==> config.mk <==
export PLATFORM = sky130hd
export DESIGN_NAME = ref_clock_selector
export DESIGN_NICKNAME = d
export VERILOG_FILES = /design/src/rtl/refsel_pkg.sv /design/src/rtl/refsel_sync.sv /design/src/rtl/refsel_monitor.sv /design/src/rtl/refsel_policy.sv /design/src/rtl/ref_clock_selector.sv
export SDC_FILE = /design/constraint.sdc
export NUM_CORES = 1
export LEC_CHECK = 0
export BUFFER_PORTS_ARGS = -buffer_cell sky130_fd_sc_hd__buf_2
export CAP_MARGIN = 20
export CORE_MARGIN = 5
export CORE_UTILIZATION = 45
export DETAILED_ROUTE_END_ITERATION = 16
export GPL_TIMING_DRIVEN = 1
export PLACE_DENSITY = 0.67
export SYNTH_ARGS = -nofsm -noshare
export SYNTH_HDL_FRONTEND = slang
export SYNTH_SLANG_ARGS = --single-unit
==> constraint.sdc <==
create_clock -name clk -period 1.4 [get_ports clk]
set_clock_uncertainty 0.15 [all_clocks]
set_input_delay 0.07 -clock clk [delete_from_list [all_inputs] [get_ports clk]]
set_output_delay 0.07 -clock clk [all_outputs]
set_load 0.1 [all_outputs]
==> src/rtl/refsel_pkg.sv <==
package refsel_pkg;
  typedef enum logic [1:0] {
    SEL_PIN      = 2'b00,
    SEL_AUTO_NR  = 2'b01,
    SEL_AUTO_REV = 2'b10,
    SEL_REG      = 2'b11
  } sel_mode_e;
endpackage

==> src/rtl/refsel_sync.sv <==
module refsel_sync #(
  parameter int STAGES = 2
) (
  input  logic clk,
  input  logic rst,
  input  logic d,
  output logic q
);
  logic [STAGES-1:0] chain;

  always_ff @(posedge clk) begin
    if (rst) chain <= '0;
    else     chain <= {chain[STAGES-2:0], d};
  end

  assign q = chain[STAGES-1];
endmodule

==> src/rtl/refsel_monitor.sv <==
module refsel_monitor #(
  parameter int TIMEOUT    = 16,
  parameter int GOOD_EDGES = 4
) (
  input  logic clk,
  input  logic rst,
  input  logic level,
  output logic lost
);
  localparam int CNT_W  = $clog2(TIMEOUT);
  localparam int GOOD_W = $clog2(GOOD_EDGES + 1);

  logic              prev;
  logic              edge_seen;
  logic [CNT_W-1:0]  idle_cnt;
  logic [GOOD_W-1:0] good_cnt;

  assign edge_seen = level & ~prev;

  always_ff @(posedge clk) begin
    if (rst) begin
      prev     <= 1'b0;
      idle_cnt <= '0;
      good_cnt <= '0;
      lost     <= 1'b0;
    end else begin
      prev <= level;
      if (edge_seen) begin
        idle_cnt <= '0;
        if (lost) begin
          if (good_cnt == GOOD_W'(GOOD_EDGES - 1)) begin
            lost     <= 1'b0;
            good_cnt <= '0;
          end else begin
            good_cnt <= good_cnt + 1'b1;
          end
        end
      end else if (idle_cnt == CNT_W'(TIMEOUT - 1)) begin
        idle_cnt <= '0;
        lost     <= 1'b1;
        good_cnt <= '0;
      end else begin
        idle_cnt <= idle_cnt + 1'b1;
      end
    end
  end

  // a loss is declared only at the end of a full idle window
  p_loss_at_timeout_r3: assert property (@(posedge clk) disable iff (rst)
    $rose(lost) |-> ($past(idle_cnt) == CNT_W'(TIMEOUT - 1) && !$past(edge_seen)));

  // recovery only happens on an observed edge
  p_recover_on_edge_r4: assert property (@(posedge clk) disable iff (rst)
    $fell(lost) |-> $past(edge_seen));
endmodule

==> src/rtl/refsel_policy.sv <==
module refsel_policy
  import refsel_pkg::*;
(
  input  logic       clk,
  input  logic       rst,
  input  logic [1:0] mode,
  input  logic       pin_s,
  input  logic       reg_sel,
  input  logic [1:0] lost,
  output logic       sel,
  output logic       evt
);
  logic sel_nxt;
  logic other;

  assign other = ~sel;

  always_comb begin
    sel_nxt = sel;
    case (sel_mode_e'(mode))
      SEL_PIN:     sel_nxt = pin_s;
      SEL_REG:     sel_nxt = reg_sel;
      SEL_AUTO_NR: begin
        if (lost[sel] && !lost[other]) sel_nxt = other;
      end
      default: begin
        if (!lost[reg_sel])      sel_nxt = reg_sel;
        else if (!lost[~reg_sel]) sel_nxt = ~reg_sel;
      end
    endcase
  end

  always_ff @(posedge clk) begin
    if (rst) begin
      sel <= 1'b0;
      evt <= 1'b0;
    end else begin
      sel <= sel_nxt;
      evt <= (sel_nxt != sel);
    end
  end

  p_pin_manual_r1: assert property (@(posedge clk) disable iff (rst)
    mode == 2'b00 |=> sel == $past(pin_s));

  p_reg_manual_r2: assert property (@(posedge clk) disable iff (rst)
    mode == 2'b11 |=> sel == $past(reg_sel));

  p_nonrevert_hold_r6: assert property (@(posedge clk) disable iff (rst)
    (mode == 2'b01 && !lost[sel]) |=> $stable(sel));

  p_both_lost_hold_r8: assert property (@(posedge clk) disable iff (rst)
    (mode[1] != mode[0] && lost == 2'b11) |=> $stable(sel));

  p_event_on_change_r9: assert property (@(posedge clk) disable iff (rst)
    evt |-> sel != $past(sel));

  p_change_has_event_r9: assert property (@(posedge clk) disable iff (rst)
    !evt |-> $stable(sel));
endmodule

==> src/rtl/ref_clock_selector.sv <==
module ref_clock_selector #(
  parameter int TIMEOUT     = 16,
  parameter int GOOD_EDGES  = 4,
  parameter int SYNC_STAGES = 2
) (
  input  logic       clk,
  input  logic       rst,
  input  logic [1:0] ref_in,
  input  logic       pin_sel,
  input  logic       reg_sel,
  input  logic [1:0] mode,
  output logic       sel_idx,
  output logic [1:0] lost,
  output logic       switch_evt
);
  localparam int NUM_REFS = 2;

  logic [NUM_REFS-1:0] ref_s;
  logic                pin_s;

  for (genvar i = 0; i < NUM_REFS; i++) begin : g_ref
    refsel_sync #(.STAGES(SYNC_STAGES)) i_sync (
      .clk(clk), .rst(rst), .d(ref_in[i]), .q(ref_s[i])
    );
    refsel_monitor #(.TIMEOUT(TIMEOUT), .GOOD_EDGES(GOOD_EDGES)) i_mon (
      .clk(clk), .rst(rst), .level(ref_s[i]), .lost(lost[i])
    );
  end

  refsel_sync #(.STAGES(SYNC_STAGES)) i_pin_sync (
    .clk(clk), .rst(rst), .d(pin_sel), .q(pin_s)
  );

  refsel_policy i_policy (
    .clk(clk), .rst(rst), .mode(mode), .pin_s(pin_s), .reg_sel(reg_sel),
    .lost(lost), .sel(sel_idx), .evt(switch_evt)
  );

  // quiet outputs in the cycle after reset
  p_reset_state_r10: assert property (@(posedge clk)
    $past(rst) |-> (sel_idx == 1'b0 && lost == 2'b00 && !switch_evt));
endmodule

==> load_flow_metrics.sql <==
INSERT INTO impl_metrics (metric_group, metric, value, unit) VALUES
('sta', 'setup_tns', '-60.0', 'ps'),
('sta', 'grt_setup_unrepaired', 'true', ''),
('critical_path', 'logic_depth_of_the_worst_register_to_register_path', '4', ''),
('critical_path', 'timing.critical_path.slowest_cell_delay', '380', 'ps'),
('final_layout', 'register_cell_area_after_layout', '533', 'sq um'),
('global_route', 'number_of_antenna_violations_at_the_first_check_in_global_routing', '0', ''),
('run_status', 'failed_checks', 'negative setup slack', ''),
('synthesis', 'synthMostInstantiatedCell', 'sky130_fd_sc_hd__dfxtp_1', ''),
('die', 'floorplan.die.width', '57.6', 'um'),
('worst_hold_path', 'hp-start', 'mode[1]', ''),
('sta', 'relSlewSlack', '0.679', ''),
('sta', 'clock.fmax', '0.702', 'GHz'),
('synthesis', 'synth.cells.most_frequent', 'sky130_fd_sc_hd__dfxtp_1 (26), sky130_fd_sc_hd__nor2_1 (22), sky130_fd_sc_hd__nor2b_1 (10)', ''),
('critical_path', 'timing.critical_path.to_type', 'register', ''),
('critical_path', 'cp_slowest_cell', 'sky130_fd_sc_hd__dfxtp_4', ''),
('route', 'wl_per_cell', '10.7', 'um'),
('power', 'power_per_cell_area', '944', 'mW/mm^2'),
('final_layout', 'antenna_cells', '0', ''),
('worst_hold_path', 'min_path_cells', '3', ''),
('critical_path', 'timing.setup.critical_path_class', 'reg2reg', ''),
('critical_path', 'worst_setup_path_startpoint', 'g_ref[0].i_mon.lost', ''),
('sta', 'hold_violations', '0', ''),
('clock_tree', 'clkLatencyLatePin', '310', 'ps'),
('route', 'route.detailed.drc', '0', ''),
('global_route', 'grt_remaining_overflow', '0', ''),
('sta', 'max_slew.worst_pin.slew', '485', 'ps'),
('synthesis', 'synth_warnings', '0', ''),
('critical_path', 'timing.critical_path.cells', 'o21bai_1, a311oi_1, a31oi_1, mux2_1', ''),
('place', 'place.detailed.hpwl', '1.17', 'mm'),
('route', 'route.final.wire_length', '1.72', 'mm'),
('critical_path', 'critical_path.max_fanout', '4', ''),
('die', 'boundary_pin_count', '12', ''),
('synthesis', 'mappedNetlistNets', '118', ''),
('worst_hold_path', 'class_of_the_worst_hold_path', 'in2reg', ''),
('synthesis', 'synth.yosys.seq_area_share', '0.510', ''),
('final_layout', 'final_area', '0.00139', 'sq mm'),
('synthesis', 'synthCells', '106', ''),
('global_route', 'largest_net_degree_at_the_start_of_global_routing', '15', ''),
('sta', 'timing_max_transition_violations_final', '0', ''),
('die', 'start_util', '0.465', ''),
('clock_tree', 'clk_transition_reported_paths', '130', 'ps'),
('power', 'power.ir.vdd_worst', '0.628', 'mV'),
('critical_path', 'critical_path.startpoint_type', 'register', ''),
('sta', 'finalSetupViolCount', '4', ''),
('die', 'dieHeight', '57.6', 'um'),
('critical_path', 'critical_path_required', '1460', 'ps'),
('synthesis', 'synth_cell_types', '27', ''),
('power', 'p_leak', '0.571', 'nW'),
('die', 'fp.dieArea', '0.00332', 'sq mm'),
('clock_tree', 'clockRootBuffer', 'sky130_fd_sc_hd__clkbuf_4', ''),
('route', 'drt_pass1_iterations', '2', ''),
('place', 'gp_congestion', '0.748', ''),
('clock_tree', 'clock_sink_count', '26', ''),
('place', 'dp_area', '0.00119', 'sq mm'),
('route', 'iteration_0_drc_markers', '8', ''),
('synthesis', 'synthArstFlopShare', '0', ''),
('synthesis', 'synthesis.area_per_instance', '9.62', 'sq um'),
('synthesis', 'synth_top_area_cell', 'sky130_fd_sc_hd__dfxtp_1', ''),
('clock_tree', 'tritoncts.num_buffers', '3', ''),
('sta', 'setup_slack', '-23.5', 'ps'),
('sta', 'timing.final.crit_share', '1.02', ''),
('place', 'place_ws', '-65.8', 'ps'),
('synthesis', 'yosys_register_bits', '26', ''),
('final_layout', 'design.final.nets', '145', ''),
('run_status', 'run_status', 'finished with violations', ''),
('final_layout', 'fillCellCount', '176', ''),
('synthesis', 'mappedNetlistArea', '0.00102', 'sq mm'),
('critical_path', 'critPathArrivalTime', '1480', 'ps'),
('final_layout', 'layout-area-overhead-vs-synth', '36.2', '%'),
('sta', 'post-route-min-period', '1420', 'ps'),
('synthesis', 'yosys.area.top_type_share', '0.510', '');
## cells by family after synthesis
group / Yosys count / synth area share
and+or+nand+nor: 49 / 0.244
DFF: 26 / 0.510
buffers and inverters: 10 / 0.0515
AOI/OAI and AO/OA: 8 / 0.0601
muxes: 5 / 0.0503
xor gates and xnor gates: 4 / 0.0344
adders and majority gates: 4 / 0.0491
## sequential cells by signal, summed over array words and instances, names as in the netlist
name	flops
i_policy.sel	1
g_ref.i_mon.idle_cnt	8
i_policy.evt	1
g_ref.i_mon.lost	2
i_pin_sync.chain	2
g_ref.i_mon.prev	2
g_ref.i_mon.good_cnt	6
g_ref.i_sync.chain	4
## metrics by stage
stage	util	cells	power, mW	hold slack [ps]
after global routing	0.634	160	1.38	37.5
after global placement	0.541	150	0.926	127
after detailed placement	0.541	150	0.932	134
after floorplan	-	106	0.890	48.2
final	0.634	160	1.31	21.4
after CTS	0.602	161	1.32	7.50
## power breakdown
part | total (mW) | switching (mW) | internal [mW]
Combinational | 0.161 | 0.0875 | 0.0738
Clock | 0.367 | 0.208 | 0.159
Sequential | 0.784 | 0.0164 | 0.767
## layout by cell type (no fill, tap or decap), types with 3 or more instances in the layout
master,synthesis,routed
sky130_fd_sc_hd__buf_2,0,8
sky130_fd_sc_hd__buf_4,2,11
sky130_fd_sc_hd__clkbuf_4,0,3
sky130_fd_sc_hd__dfxtp_1,26,20
sky130_fd_sc_hd__dfxtp_2,0,4
sky130_fd_sc_hd__dlygate4sd3_1,0,5
sky130_fd_sc_hd__inv_1,6,6
sky130_fd_sc_hd__nor2_1,22,17
sky130_fd_sc_hd__nor2_2,0,5
sky130_fd_sc_hd__nor2b_1,10,9
## path summary, 6_finish.rpt
path                         endpoint
setup / recovery         i_policy.evt
hold / removal           i_policy.evt
setup reg to reg         i_policy.evt
hold reg to reg   i_pin_sync.chain[1]
## layer usage
| layer | routed length [um] | up-vias | GRT usage |
|---|---|---|---|
| li1 | - | 395 | - |
| met1 | 754 | 339 | 0.121 |
| met2 | 874 | 10 | 0.195 |
| met3 | 76 | 2 | 0.0294 |
| met4 | 14 | 0 | 0.0397 |
| met5 | 0 | - | 0 |
## timing repair
| item | CTS | global route |
|---|---|---|
| endpoints found under the setup margin | 11 | 14 |
| resized for setup | 10 | 20 |
| hold buffers | 5 | 0 |
| hold endpoints to repair | 9 | 0 |
| setup buffers | 2 | 1 |
| pin swaps | 5 | 2 |
| cloned | 0 | 0 |
## critical path: cells and delay by family, from the launching register on
kind | cells | cell delay [ps]
flops | 1 | 380
mux | 1 | 350
compound gates | 3 | 440
## final cells by class
cell class / count / area share
inverter: 6 / 0.0162
clock buffer: 4 / 0.0261
sequential: 26 / 0.384
timing repair buffer: 26 / 0.153
multi-input combinational: 70 / 0.395
tap: 28 / 0.0252
Note: power is estimated with default switching activity, not from simulation.
